**config.mk**
```make
export PLATFORM = sky130hd
export DESIGN_NAME = vld_decoder
export DESIGN_NICKNAME = d
export VERILOG_FILES = /design/src/rtl/vld_pkg.sv /design/src/rtl/vld_hdr_split.sv /design/src/rtl/vld_cost_calc.sv /design/src/rtl/vld_jump_calc.sv /design/src/rtl/vld_decoder.sv
export SDC_FILE = /design/constraint.sdc
export NUM_CORES = 1
export LEC_CHECK = 0
export CAP_MARGIN = 15
export CORE_MARGIN = 2
export CORE_UTILIZATION = 60
export CTS_BUF_LIST = sky130_fd_sc_hd__clkbuf_4 sky130_fd_sc_hd__clkbuf_8
export CTS_CLUSTER_DIAMETER = 50
export DETAILED_ROUTE_END_ITERATION = 10
export DONT_BUFFER_PORTS = 1
export HOLD_SLACK_MARGIN = 0.06
export PLACE_DENSITY = 0.87
export SYNTH_ARGS = -nofsm -noshare
export SYNTH_HDL_FRONTEND = slang
export SYNTH_SLANG_ARGS = --single-unit
export TNS_END_PERCENT = 30
```
**constraint.sdc**
```tcl
create_clock -name clk -period 10.71 [get_ports clk]
set_input_delay 2.6775 -clock clk [delete_from_list [all_inputs] [get_ports clk]]
set_output_delay 2.6775 -clock clk [all_outputs]
set_load 0.02 [all_outputs]
```
**src/rtl/vld_pkg.sv**
```systemverilog
package vld_pkg;

    localparam int unsigned WORD_W = 16;
    localparam int unsigned REG_W  = 4;
    localparam int unsigned OP_W   = 4;
    localparam int unsigned MODE_W = 2;
    localparam int unsigned COND_W = 3;
    localparam int unsigned OFS_W  = 10;
    localparam int unsigned LEN_W  = 2;
    localparam int unsigned CYC_W  = 3;

    // decode prefixes, positions fixed by the instruction set
    localparam logic [2:0] JUMP_PREFIX = 3'b001;
    localparam logic [5:0] ONE_PREFIX  = 6'b000100;
    localparam logic [3:0] TWO_MIN_OP  = 4'b0100;

    localparam logic [MODE_W-1:0] MODE_REG  = 2'b00;
    localparam logic [MODE_W-1:0] MODE_IDX  = 2'b01;
    localparam logic [MODE_W-1:0] MODE_INC  = 2'b11;
    localparam logic [REG_W-1:0]  PC_REG    = '0;

    typedef enum logic [1:0] {
        CLS_JUMP = 2'd0,
        CLS_ONE  = 2'd1,
        CLS_TWO  = 2'd2,
        CLS_BAD  = 2'd3
    } icls_e;

    // fields of a first word after classification
    typedef struct packed {
        icls_e              cls;
        logic [OP_W-1:0]    op;
        logic               bw;
        logic [REG_W-1:0]   sreg;
        logic [MODE_W-1:0]  smode;
        logic               dmode;
        logic [REG_W-1:0]   dreg;
        logic               need_s;
        logic               need_d;
        logic [OFS_W-1:0]   ofs;
    } hdr_t;

    // operand mode that pulls a trailing word from the stream
    function automatic logic mode_takes_word(input logic [MODE_W-1:0] mode,
                                             input logic [REG_W-1:0]  rnum);
        return (mode == MODE_IDX) || ((mode == MODE_INC) && (rnum == PC_REG));
    endfunction

endpackage

```
**src/rtl/vld_hdr_split.sv**
```systemverilog
module vld_hdr_split
    import vld_pkg::*;
(
    input  logic [WORD_W-1:0] word,
    output hdr_t              hdr
);

    logic [OP_W-1:0]   top_op;
    logic [COND_W-1:0] sub_tag;

    always_comb begin
        top_op  = word[WORD_W-1 -: OP_W];
        sub_tag = word[12:10];
        hdr     = '0;
        if (word[15:13] == JUMP_PREFIX) begin
            hdr.cls = CLS_JUMP;
            hdr.op  = {1'b0, sub_tag};
            hdr.ofs = word[OFS_W-1:0];
        end else if (top_op >= TWO_MIN_OP) begin
            hdr.cls    = CLS_TWO;
            hdr.op     = top_op;
            hdr.sreg   = word[11:8];
            hdr.dmode  = word[7];
            hdr.bw     = word[6];
            hdr.smode  = word[5:4];
            hdr.dreg   = word[3:0];
            hdr.need_s = mode_takes_word(word[5:4], word[11:8]);
            hdr.need_d = word[7];
        end else if (word[15:10] == ONE_PREFIX) begin
            hdr.cls    = CLS_ONE;
            hdr.op     = {1'b0, word[9:7]};
            hdr.bw     = word[6];
            hdr.smode  = word[5:4];
            hdr.dreg   = word[3:0];
            hdr.need_d = mode_takes_word(word[5:4], word[3:0]);
        end else begin
            hdr.cls = CLS_BAD;
        end
    end

endmodule

```
**src/rtl/vld_cost_calc.sv**
```systemverilog
module vld_cost_calc
    import vld_pkg::*;
(
    input  icls_e              cls,
    input  logic [MODE_W-1:0]  smode,
    input  logic [REG_W-1:0]   sreg,
    input  logic               dmode,
    input  logic [REG_W-1:0]   dreg,
    input  logic               need_s,
    input  logic               need_d,
    output logic [LEN_W-1:0]   ext_cnt,
    output logic [CYC_W-1:0]   cycles
);

    logic [CYC_W-1:0] data_acc;
    logic             two_src_mem;
    logic             one_mem;

    always_comb begin
        ext_cnt     = LEN_W'(need_s) + LEN_W'(need_d);
        // immediate operands arrive as the extension word: no data access
        two_src_mem = (smode != MODE_REG) && !((smode == MODE_INC) && (sreg == PC_REG));
        one_mem     = (smode != MODE_REG) && !((smode == MODE_INC) && (dreg == PC_REG));
        data_acc    = '0;
        unique case (cls)
            CLS_TWO: begin
                if (two_src_mem) data_acc = data_acc + CYC_W'(1);
                if (dmode)       data_acc = data_acc + CYC_W'(2);
            end
            CLS_ONE: begin
                if (one_mem)     data_acc = CYC_W'(2);
            end
            default: data_acc = '0;
        endcase
        cycles = CYC_W'(1) + CYC_W'(ext_cnt) + data_acc;
    end

endmodule

```
**src/rtl/vld_jump_calc.sv**
```systemverilog
module vld_jump_calc #(
    parameter int unsigned ADDR_W = 16,
    parameter int unsigned OFS_W  = 10
) (
    input  logic [ADDR_W-1:0] addr,
    input  logic [OFS_W-1:0]  ofs,
    output logic [ADDR_W-1:0] tgt
);

    localparam int unsigned PAD_W = ADDR_W - OFS_W - 1;

    logic [ADDR_W-1:0] byte_ofs;

    always_comb begin
        byte_ofs = {{PAD_W{ofs[OFS_W-1]}}, ofs, 1'b0};
        tgt      = addr + ADDR_W'(2) + byte_ofs;
    end

endmodule

```
**src/rtl/vld_decoder.sv**
```systemverilog
module vld_decoder
    import vld_pkg::*;
#(
    parameter int unsigned ADDR_W = 16
) (
    input  logic                 clk,
    input  logic                 rst_n,
    input  logic                 in_valid,
    input  logic [WORD_W-1:0]    in_word,
    input  logic [ADDR_W-1:0]    in_addr,
    output logic                 out_valid,
    output logic [1:0]           out_class,
    output logic [OP_W-1:0]      out_opcode,
    output logic                 out_byte,
    output logic [REG_W-1:0]     out_src_reg,
    output logic [MODE_W-1:0]    out_src_mode,
    output logic                 out_dst_mode,
    output logic [REG_W-1:0]     out_dst_reg,
    output logic [WORD_W-1:0]    out_src_ext,
    output logic [WORD_W-1:0]    out_dst_ext,
    output logic [ADDR_W-1:0]    out_target,
    output logic [ADDR_W-1:0]    out_addr,
    output logic [LEN_W-1:0]     out_len,
    output logic [CYC_W-1:0]     out_cycles
);

    typedef struct packed {
        icls_e              cls;
        logic [OP_W-1:0]    op;
        logic               bw;
        logic [REG_W-1:0]   sreg;
        logic [MODE_W-1:0]  smode;
        logic               dmode;
        logic [REG_W-1:0]   dreg;
        logic [ADDR_W-1:0]  addr;
        logic [WORD_W-1:0]  sx;
        logic [WORD_W-1:0]  dx;
        logic [ADDR_W-1:0]  tgt;
        logic [LEN_W-1:0]   len;
        logic [CYC_W-1:0]   cyc;
    } rec_t;

    typedef struct packed {
        logic               busy;
        logic [LEN_W-1:0]   left;
        logic               src_wait;
        rec_t               cur;
        logic               o_vld;
        rec_t               out;
    } st_t;

    st_t               st_d;
    st_t               st_q;
    hdr_t              hdr_w;
    logic [LEN_W-1:0]  ext_w;
    logic [CYC_W-1:0]  cyc_w;
    logic [ADDR_W-1:0] tgt_w;
    logic              fin;

    vld_hdr_split u_split (
        .word (in_word),
        .hdr  (hdr_w)
    );

    vld_cost_calc u_cost (
        .cls     (hdr_w.cls),
        .smode   (hdr_w.smode),
        .sreg    (hdr_w.sreg),
        .dmode   (hdr_w.dmode),
        .dreg    (hdr_w.dreg),
        .need_s  (hdr_w.need_s),
        .need_d  (hdr_w.need_d),
        .ext_cnt (ext_w),
        .cycles  (cyc_w)
    );

    vld_jump_calc #(
        .ADDR_W (ADDR_W),
        .OFS_W  (OFS_W)
    ) u_jump (
        .addr (in_addr),
        .ofs  (hdr_w.ofs),
        .tgt  (tgt_w)
    );

    always_comb begin
        st_d       = st_q;
        st_d.o_vld = 1'b0;
        fin        = 1'b0;
        if (in_valid) begin
            if (!st_q.busy) begin
                // first word: capture fields, clear extension slots
                st_d.cur.cls   = hdr_w.cls;
                st_d.cur.op    = hdr_w.op;
                st_d.cur.bw    = hdr_w.bw;
                st_d.cur.sreg  = hdr_w.sreg;
                st_d.cur.smode = hdr_w.smode;
                st_d.cur.dmode = hdr_w.dmode;
                st_d.cur.dreg  = hdr_w.dreg;
                st_d.cur.addr  = in_addr;
                st_d.cur.sx    = '0;
                st_d.cur.dx    = '0;
                st_d.cur.tgt   = (hdr_w.cls == CLS_JUMP) ? tgt_w : '0;
                st_d.cur.len   = LEN_W'(1) + ext_w;
                st_d.cur.cyc   = cyc_w;
                st_d.left      = ext_w;
                st_d.src_wait  = hdr_w.need_s;
                if (ext_w == '0) begin
                    fin = 1'b1;
                end else begin
                    st_d.busy = 1'b1;
                end
            end else begin
                // trailing word: source slot fills before destination slot
                if (st_q.src_wait) begin
                    st_d.cur.sx   = in_word;
                    st_d.src_wait = 1'b0;
                end else begin
                    st_d.cur.dx   = in_word;
                end
                st_d.left = st_q.left - LEN_W'(1);
                if (st_q.left == LEN_W'(1)) begin
                    fin       = 1'b1;
                    st_d.busy = 1'b0;
                end
            end
        end
        if (fin) begin
            st_d.o_vld = 1'b1;
            st_d.out   = st_d.cur;
        end
    end

    always_ff @(posedge clk) begin
        if (!rst_n) begin
            st_q <= '0;
        end else begin
            st_q <= st_d;
        end
    end

    assign out_valid    = st_q.o_vld;
    assign out_class    = st_q.out.cls;
    assign out_opcode   = st_q.out.op;
    assign out_byte     = st_q.out.bw;
    assign out_src_reg  = st_q.out.sreg;
    assign out_src_mode = st_q.out.smode;
    assign out_dst_mode = st_q.out.dmode;
    assign out_dst_reg  = st_q.out.dreg;
    assign out_src_ext  = st_q.out.sx;
    assign out_dst_ext  = st_q.out.dx;
    assign out_target   = st_q.out.tgt;
    assign out_addr     = st_q.out.addr;
    assign out_len      = st_q.out.len;
    assign out_cycles   = st_q.out.cyc;

endmodule

```
==> results.rst, run 1 <==
.. list-table::
   :header-rows: 1

   * - Metric
     - Value
   * - Result of the run
     - finished, final reports clean
   * - Area of the multi-input gates
     - 0.00392 mm2
   * - Sequential area share after synthesis
     - 0.423
   * - Final total negative setup slack
     - 0 ns
   * - Root buffer selected by CTS
     - clkbuf_8
   * - Clock latency on the worst-skew pair
     - 0.47 ns
   * - Fraction of final layout cells with drive strength greater than 1
     - 0.0647
   * - Length in cells of the worst reg-to-reg path
     - 7
   * - Via count
     - 6035
   * - Via count of the first global-routing pass
     - 5527
   * - Number of detailed-routing iterations run before antenna repair
     - 5
   * - Crit start category
     - primary input
   * - Number of hold violations in the final report
     - 0
   * - Slack of the worst reg-to-reg path
     - 8.51 ns
   * - Top_reg_cell synth
     - dfxtp_1
   * - Total global-route track usage
     - 0.244
   * - Wire length of the first global-routing pass
     - 28300 um
   * - Cts bufs inserted
     - 17
   * - Initial DRC count
     - 557
   * - Wirelength, routed
     - 18200 um
   * - Final Skew
     - 0.0125 ns
   * - Reported leakage power
     - 3.49 nW
   * - Half-perimeter wire length after placement
     - 12000 um
   * - Crit path arrival time
     - 5.75 ns
   * - Top area cells in the synthesized netlist
     - dfxtp_1 (42%), nand2_1 (9.5%), buf_4 (7.5%)
   * - Register clock-pin slew on the reported worst setup and hold paths
     - 0.09 ns
   * - Count of nets after finishing
     - 924
   * - Final weighted congestion in routability-driven placement
     - 0.903
   * - Total setup violations reported at the end of the flow
     - 0
   * - Netlist area before placement
     - 0.00847 mm2
   * - Post-synth EDFFs
     - 0
   * - Max Slew Vio Count
     - 0
   * - Gates resized, CTS repair
     - 0
   * - Std-Cell Core Area
     - 0.0138 mm2
   * - Synth unique cells
     - 57
   * - Antenna Violating Nets Remaining
     - 0
   * - Top cells by count, synth
     - nand2_1 (215), dfxtp_1 (179), buf_4 (85)
   * - Number of instances in the synthesized netlist
     - 981
   * - Largest Register
     - st_q
   * - Cell-by-cell listing of the critical path
     - nor2_1 -> nand3_1 -> ha_1 -> inv_1 -> ha_1 -> inv_1 -> fa_1 -> nand2b_1 -> a21o_1 -> a311o_1 -> and4_4 -> a2111oi_2 -> a21oi_1
   * - WHS Endpoint
     - st_q[91]
   * - I/O pins
     - 123
   * - Flip-flop and latch count after synthesis
     - 179
   * - Number of placed cells counting well taps
     - 1013
   * - Average via count per standard cell
     - 5.77
   * - Number of flip-flops in the largest register
     - 91
   * - Final non-filler cell total
     - 1046
   * - Worst slew margin relative to its limit
     - 0.311
   * - Total gr overflow
     - 0
   * - Number of buffer cells added on primary ports
     - 0
   * - Synth Area per Inst
     - 8.63 um2
   * - Dominant delay contributor by cell family on the critical path
     - simple AND/OR/NAND/NOR gates
   * - Slowest library cell on the worst path
     - nor2_1
   * - Maximum buffer depth of the clock tree
     - 2
   * - Sort of element at the end of the critical path
     - flip-flop
   * - Worst VDD drop
     - 94.7 uV
   * - Crit path buf inv count
     - 2
   * - Final Power
     - 1.40 mW
   * - Starting density of the core
     - 0.612
   * - Fin worst setup slack
     - 5.29 ns
   * - Largest net degree at the start of global routing
     - 158
   * - Final critical-path share of the clock period
     - 0.506
   * - Sinks on Clock Net
     - 179
   * - Wirelength per Cell
     - 17.4 um
   * - Most frequent cell after synthesis
     - nand2_1
   * - Hold WC Path Type
     - flip-flop to flip-flop
   * - RSZ-0062 raised after global routing
     - false
   * - Sequential Area
     - 0.00358 mm2
   * - WS Path Type
     - primary input to flip-flop
   * - Fraction of registers with async set/reset
     - 0
   * - H-tree depth
     - 4
   * - Tmin final
     - 5.42 ns
   * - Power per cell area
     - 168 mW/mm2
   * - Final standard cell utilization of the core
     - 0.599
   * - DR DRC count
     - 0
   * - Die Height
     - 123 um
   * - FF-to-FF Start
     - st_q[178]
   * - Setup Slack @ Placement
     - 4.84 ns
   * - Chip width
     - 123 um
   * - Total Die Area
     - 0.0151 mm2
   * - Initial antenna violation count
     - 0
   * - Growth of design area from synthesis to finish
     - -2.10%
   * - Capturing point of the worst reg2reg path
     - out_target[15]
   * - Worst Min Path Start
     - st_q[91]
   * - Required time of the worst setup path
     - 11.05 ns
   * - Timing-limited maximum frequency
     - 185 MHz
   * - Yosys warning count
     - 0
   * - Number of standard-cell rows in the floorplan
     - 43
   * - Buffer count from post-CTS setup fixing
     - 0
   * - Slew @ Worst Pin
     - 1.03 ns
   * - Portion of synthesized cell area occupied by the leading cell type
     - 0.423
   * - Clock tree from TritonCTS
     - yes
   * - Number of buffers added to fix hold violations after cts
     - 0
   * - Post-synth net total
     - 1052
   * - Number of filler instances in the final layout
     - 1149
   * - Highest net fanout along the worst path
     - 14
   * - Max-capacitance violation count
     - 0
   * - # diodes
     - 0
   * - Worst hold stages
     - 2
   * - Peak per-stage delay on the critical path
     - 0.61 ns
   * - Largest area contributor in the netlist
     - dfxtp_1
[worst register-to-register path, cell delays in order (launching register included)]
cell,delay [ns]
dfxtp_1,0.40
nor2b_4,0.13
buf_4,0.50
nand2_1,0.35
nor3b_1,0.34
a22oi_1,0.10
o211a_1,0.15
a31oi_1,0.16
[cells by family after synthesis]
logic type / Yosys count / share of synthesized area
AND/OR/NAND/NOR: 359 / 0.200
AO/OA/AOI/OAI: 229 / 0.195
flip-flops: 179 / 0.423
buffers and inverters: 168 / 0.115
adder cells (fa/ha/maj): 36 / 0.0550
XOR/XNOR: 6 / 0.00621
multiplexers: 4 / 0.00488
[stage by stage]
stage	area, um2	hold slack, ns
global placement	7820	0.458
floorplan	8470	0.435
finish	8290	0.483
CTS	8260	0.484
detailed placement	7820	0.470
global route	8290	0.504
[power by group]
part           leakage, nW  internal [mW]  switching (mW)  total, mW
combinational         1.80         0.0562          0.0816      0.138
clock                0.230          0.264           0.246      0.510
sequential            1.46          0.702          0.0471      0.749
[cell usage in the layout (no fill, tap or decap), drive strengths merged, types with 8 or more instances in the layout]
cell type,n
a21oi,56
dfxtp,179
nand2,215
clkbuf,18
and3,11
o211a,20
a21o,8
inv,22
ha,34
a21boi,55
and2,50
o21ai,24
nor2b,25
nand3,13
a22oi,14
o22a,22
nor2,19
[layer usage]
| layer | wire (um) | GRT usage |
|---|---|---|
| met1 | 7540 | 0.303 |
| met2 | 8620 | 0.385 |
| met3 | 1510 | 0.0813 |
| met4 | 509 | 0.108 |
| met5 | 0 | 0 |
[worst max path at each step]
stage | startpoint | endpoint | slack, ns | depth (start not counted)
global route | in_word[14] | out_target[14] | 5.08 | 13
detailed placement | in_word[14] | out_target[14] | 4.84 | 13
global placement | in_word[14] | out_target[14] | 4.98 | 13
floorplan | in_word[14] | out_target[14] | 5.29 | 14
CTS | in_word[14] | out_target[14] | 5.32 | 13
finish | in_word[14] | out_target[14] | 5.29 | 13
[layout make-up]
| type | count | area share |
|---|---|---|
| clock buffer | 18 | 0.0299 |
| tap | 180 | 0.0272 |
| clock inverter | 14 | 0.0240 |
| inverter | 17 | 0.00770 |
| sequential | 179 | 0.432 |
| timing repair buffer | 4 | 0.00604 |
| multi-input combinational | 634 | 0.473 |
No activity file was read; power rests on OpenSTA's default activity.
==> run 2: changes to the inputs <==
Clock period 10.71 ns to 5.3 ns, I/O delays scaled along.
==> results.rst, run 2 (same netlist as run 1, synthesis figures left out) <==
.. list-table::
   :header-rows: 1

   * - Metric
     - Value
   * - Final Skew
     - 0.0135 ns (+0.00107 ns)
   * - Area of the multi-input gates
     - 0.00392 mm2 (unchanged)
   * - Required time of the worst setup path
     - 5.63 ns (-5.42 ns)
   * - Final critical-path share of the clock period
     - 0.691
   * - Clock tree from TritonCTS
     - yes
   * - Sequential Area
     - 0.00358 mm2 (unchanged)
   * - Initial DRC count
     - 576 (+3.4%)
   * - Number of filler instances in the final layout
     - 1167 (+1.6%)
   * - WS Path Type
     - primary input to flip-flop
   * - Register clock-pin slew on the reported worst setup and hold paths
     - 0.09 ns (about the same)
   * - Total setup violations reported at the end of the flow
     - 0 (unchanged)
   * - Hold WC Path Type
     - flip-flop to flip-flop
   * - Sinks on Clock Net
     - 179 (unchanged)
   * - Antenna Violating Nets Remaining
     - 0 (unchanged)
   * - Growth of design area from synthesis to finish
     - -2.72%
   * - Total global-route track usage
     - 0.241 (-0.00319)
   * - Cts bufs inserted
     - 17 (unchanged)
   * - Number of standard-cell rows in the floorplan
     - 43 (unchanged)
   * - Cell area after layout
     - 0.00824 mm2 (-0.63%)
   * - Chip width
     - 123 um (unchanged)
   * - Half-perimeter wire length after placement
     - 11900 um (-0.61%)
   * - Number of placed cells counting well taps
     - 1015 (+0.20%)
   * - Most common cell after layout, fill and taps aside
     - nand2_1
   * - Crit path arrival time
     - 3.99 ns (-1.76 ns)
   * - Via count
     - 5985 (-0.83%)
   * - Wire length of the first global-routing pass
     - 28200 um (-0.24%)
   * - Max-capacitance violation count
     - 0 (unchanged)
   * - I/O pins
     - 123 (unchanged)
   * - Wirelength, routed
     - 18000 um (-0.92%)
   * - Final weighted congestion in routability-driven placement
     - 0.906 (+0.38%)
   * - Largest Register
     - st_q
   * - Initial antenna violation count
     - 0 (unchanged)
   * - Number of buffer cells added on primary ports
     - 0 (unchanged)
   * - Total Die Area
     - 0.0151 mm2 (unchanged)
   * - RSZ-0062 raised after global routing
     - false
   * - Number of flip-flops in the largest register
     - 91 (unchanged)
   * - Crit path buf inv count
     - 2 (unchanged)
   * - Fraction of final layout cells with drive strength greater than 1
     - 0.0657 (+0.00108)
   * - H-tree depth
     - 4 (unchanged)
   * - Worst VDD drop
     - 203 uV (+110%)
   * - Highest net fanout along the worst path
     - 14 (unchanged)
   * - Placed Area
     - 0.00783 mm2 (+0.19%)
   * - Max Slew Vio Count
     - 0 (unchanged)
   * - Timing-limited maximum frequency
     - 273 MHz
   * - Result of the run
     - finished, final reports clean
   * - Die Height
     - 123 um (unchanged)
   * - Peak per-stage delay on the critical path
     - 0.38 ns (-0.23 ns)
   * - Final non-filler cell total
     - 1047 (+0.096%)
   * - Reported leakage power
     - 3.46 nW (-0.88%)
   * - Power per cell area
     - 333 mW/mm2 (+98%)
   * - Leading cell types in the layout, fill and taps excluded
     - nand2_1 (215), dfxtp_1 (179), a21oi_1 (56), and2_1 (48), ha_1 (34)
   * - Number of buffers added to fix hold violations after cts
     - 0 (unchanged)
   * - Wirelength per Cell
     - 17.2 um (-1.0%)
   * - Root buffer selected by CTS
     - clkbuf_8
   * - Number of detailed-routing iterations run before antenna repair
     - 5 (unchanged)
   * - Maximum buffer depth of the clock tree
     - 2 (unchanged)
   * - Cell-by-cell listing of the critical path
     - nor2_1 -> buf_4 -> and3_1 -> ha_1 -> ha_1 -> inv_1 -> fa_1 -> nand2b_1 -> a21o_1 -> a311o_1 -> and4_4 -> a2111oi_2 -> a21oi_1
   * - Largest net degree at the start of global routing
     - 158 (unchanged)
   * - Crit start category
     - primary input
   * - Number of hold violations in the final report
     - 0 (unchanged)
   * - Sort of element at the end of the critical path
     - flip-flop
   * - Std-Cell Core Area
     - 0.0138 mm2 (unchanged)
   * - Clock latency on the worst-skew pair
     - 0.47 ns (about the same)
   * - # diodes
     - 0 (unchanged)
   * - Count of nets after finishing
     - 925 (+0.11%)
   * - Dominant delay contributor by cell family on the critical path
     - compound AO/OA/AOI/OAI gates
   * - Via count of the first global-routing pass
     - 5518 (-0.16%)
   * - Final total negative setup slack
     - 0 ns (unchanged)
   * - Total gr overflow
     - 0 (unchanged)
   * - Tmin final
     - 3.66 ns
   * - Top cell by count, worst path
     - ha_1
   * - Gates resized, CTS repair
     - 0 (unchanged)
   * - Average via count per standard cell
     - 5.72 (-0.92%)
   * - DR DRC count
     - 0 (unchanged)
   * - Worst slew margin relative to its limit
     - 0.312 (+0.000592)
   * - Starting density of the core
     - 0.612 (unchanged)
   * - Slew @ Worst Pin
     - 1.03 ns (-0.000886 ns)
   * - Buffer count from post-CTS setup fixing
     - 0 (unchanged)
   * - Slowest library cell on the worst path
     - fa_1
==> run 2: changes by cell type in the layout (fill, tap and decap cells not counted), sizes merged <==
cell | before | now
inv | 22 | 24
buf | 4 | 5
clkinvlp | 0 | 2
clkinv | 5 | 3
bufinv | 4 | 2
==> run 2: stage by stage <==
stage          power (mW)  hold WS [ns]   util  setup WS [ns]
3_5_place_dp         1.82         0.473  0.566           1.18
2_1_floorplan        1.83         0.435      -           1.23
6_report             2.74         0.483  0.596           1.64
4_1_cts              2.76         0.486  0.596           1.66
3_3_place_gp         1.81         0.459  0.566           1.25
5_1_grt              2.86         0.510  0.596           1.44
==> run 2: layout make-up <==
cell class | count | area share
multi-input combinational | 634 | 0.476
sequential | 179 | 0.435
clock buffer | 18 | 0.0293
tap | 180 | 0.0273
clock inverter | 14 | 0.0201
inverter | 17 | 0.00775
timing repair buffer | 5 | 0.00456
==> run 2: worst min-delay path, stage by stage (launching register included) <==
cell	delay, ns
dfxtp_1	0.31
nand2_1	0.04
a21boi_0	0.09
==> run 2: worst paths after layout <==
kind | from | end | slack (ns) | cells past startpoint
max reg2reg | st_q[178] | out_target[4] | 2.95 | 5
min | st_q[152] | st_q[152] | 0.48 | 2
min reg2reg | st_q[152] | st_q[152] | 0.48 | 2
max | in_word[14] | out_target[14] | 1.64 | 13
==> run 2: per-layer routing <==
| metal | vias to the layer above | wire length, um | track usage |
|---|---|---|---|
| li1 | 2971 | - | - |
| met1 | 2800 | 7810 | 0.309 |
| met2 | 178 | 8280 | 0.369 |
| met3 | 36 | 1400 | 0.0827 |
| met4 | 0 | 527 | 0.103 |
| met5 | - | 0 | 0 |
==> run 2: where the power goes <==
group	leakage (nW)	total, mW	internal [mW]	switching, mW
Clock	0.201	0.954	0.438	0.516
Combinational	1.80	0.275	0.111	0.164
Sequential	1.46	1.51	1.42	0.0947
Total	3.46	2.74	1.97	0.775
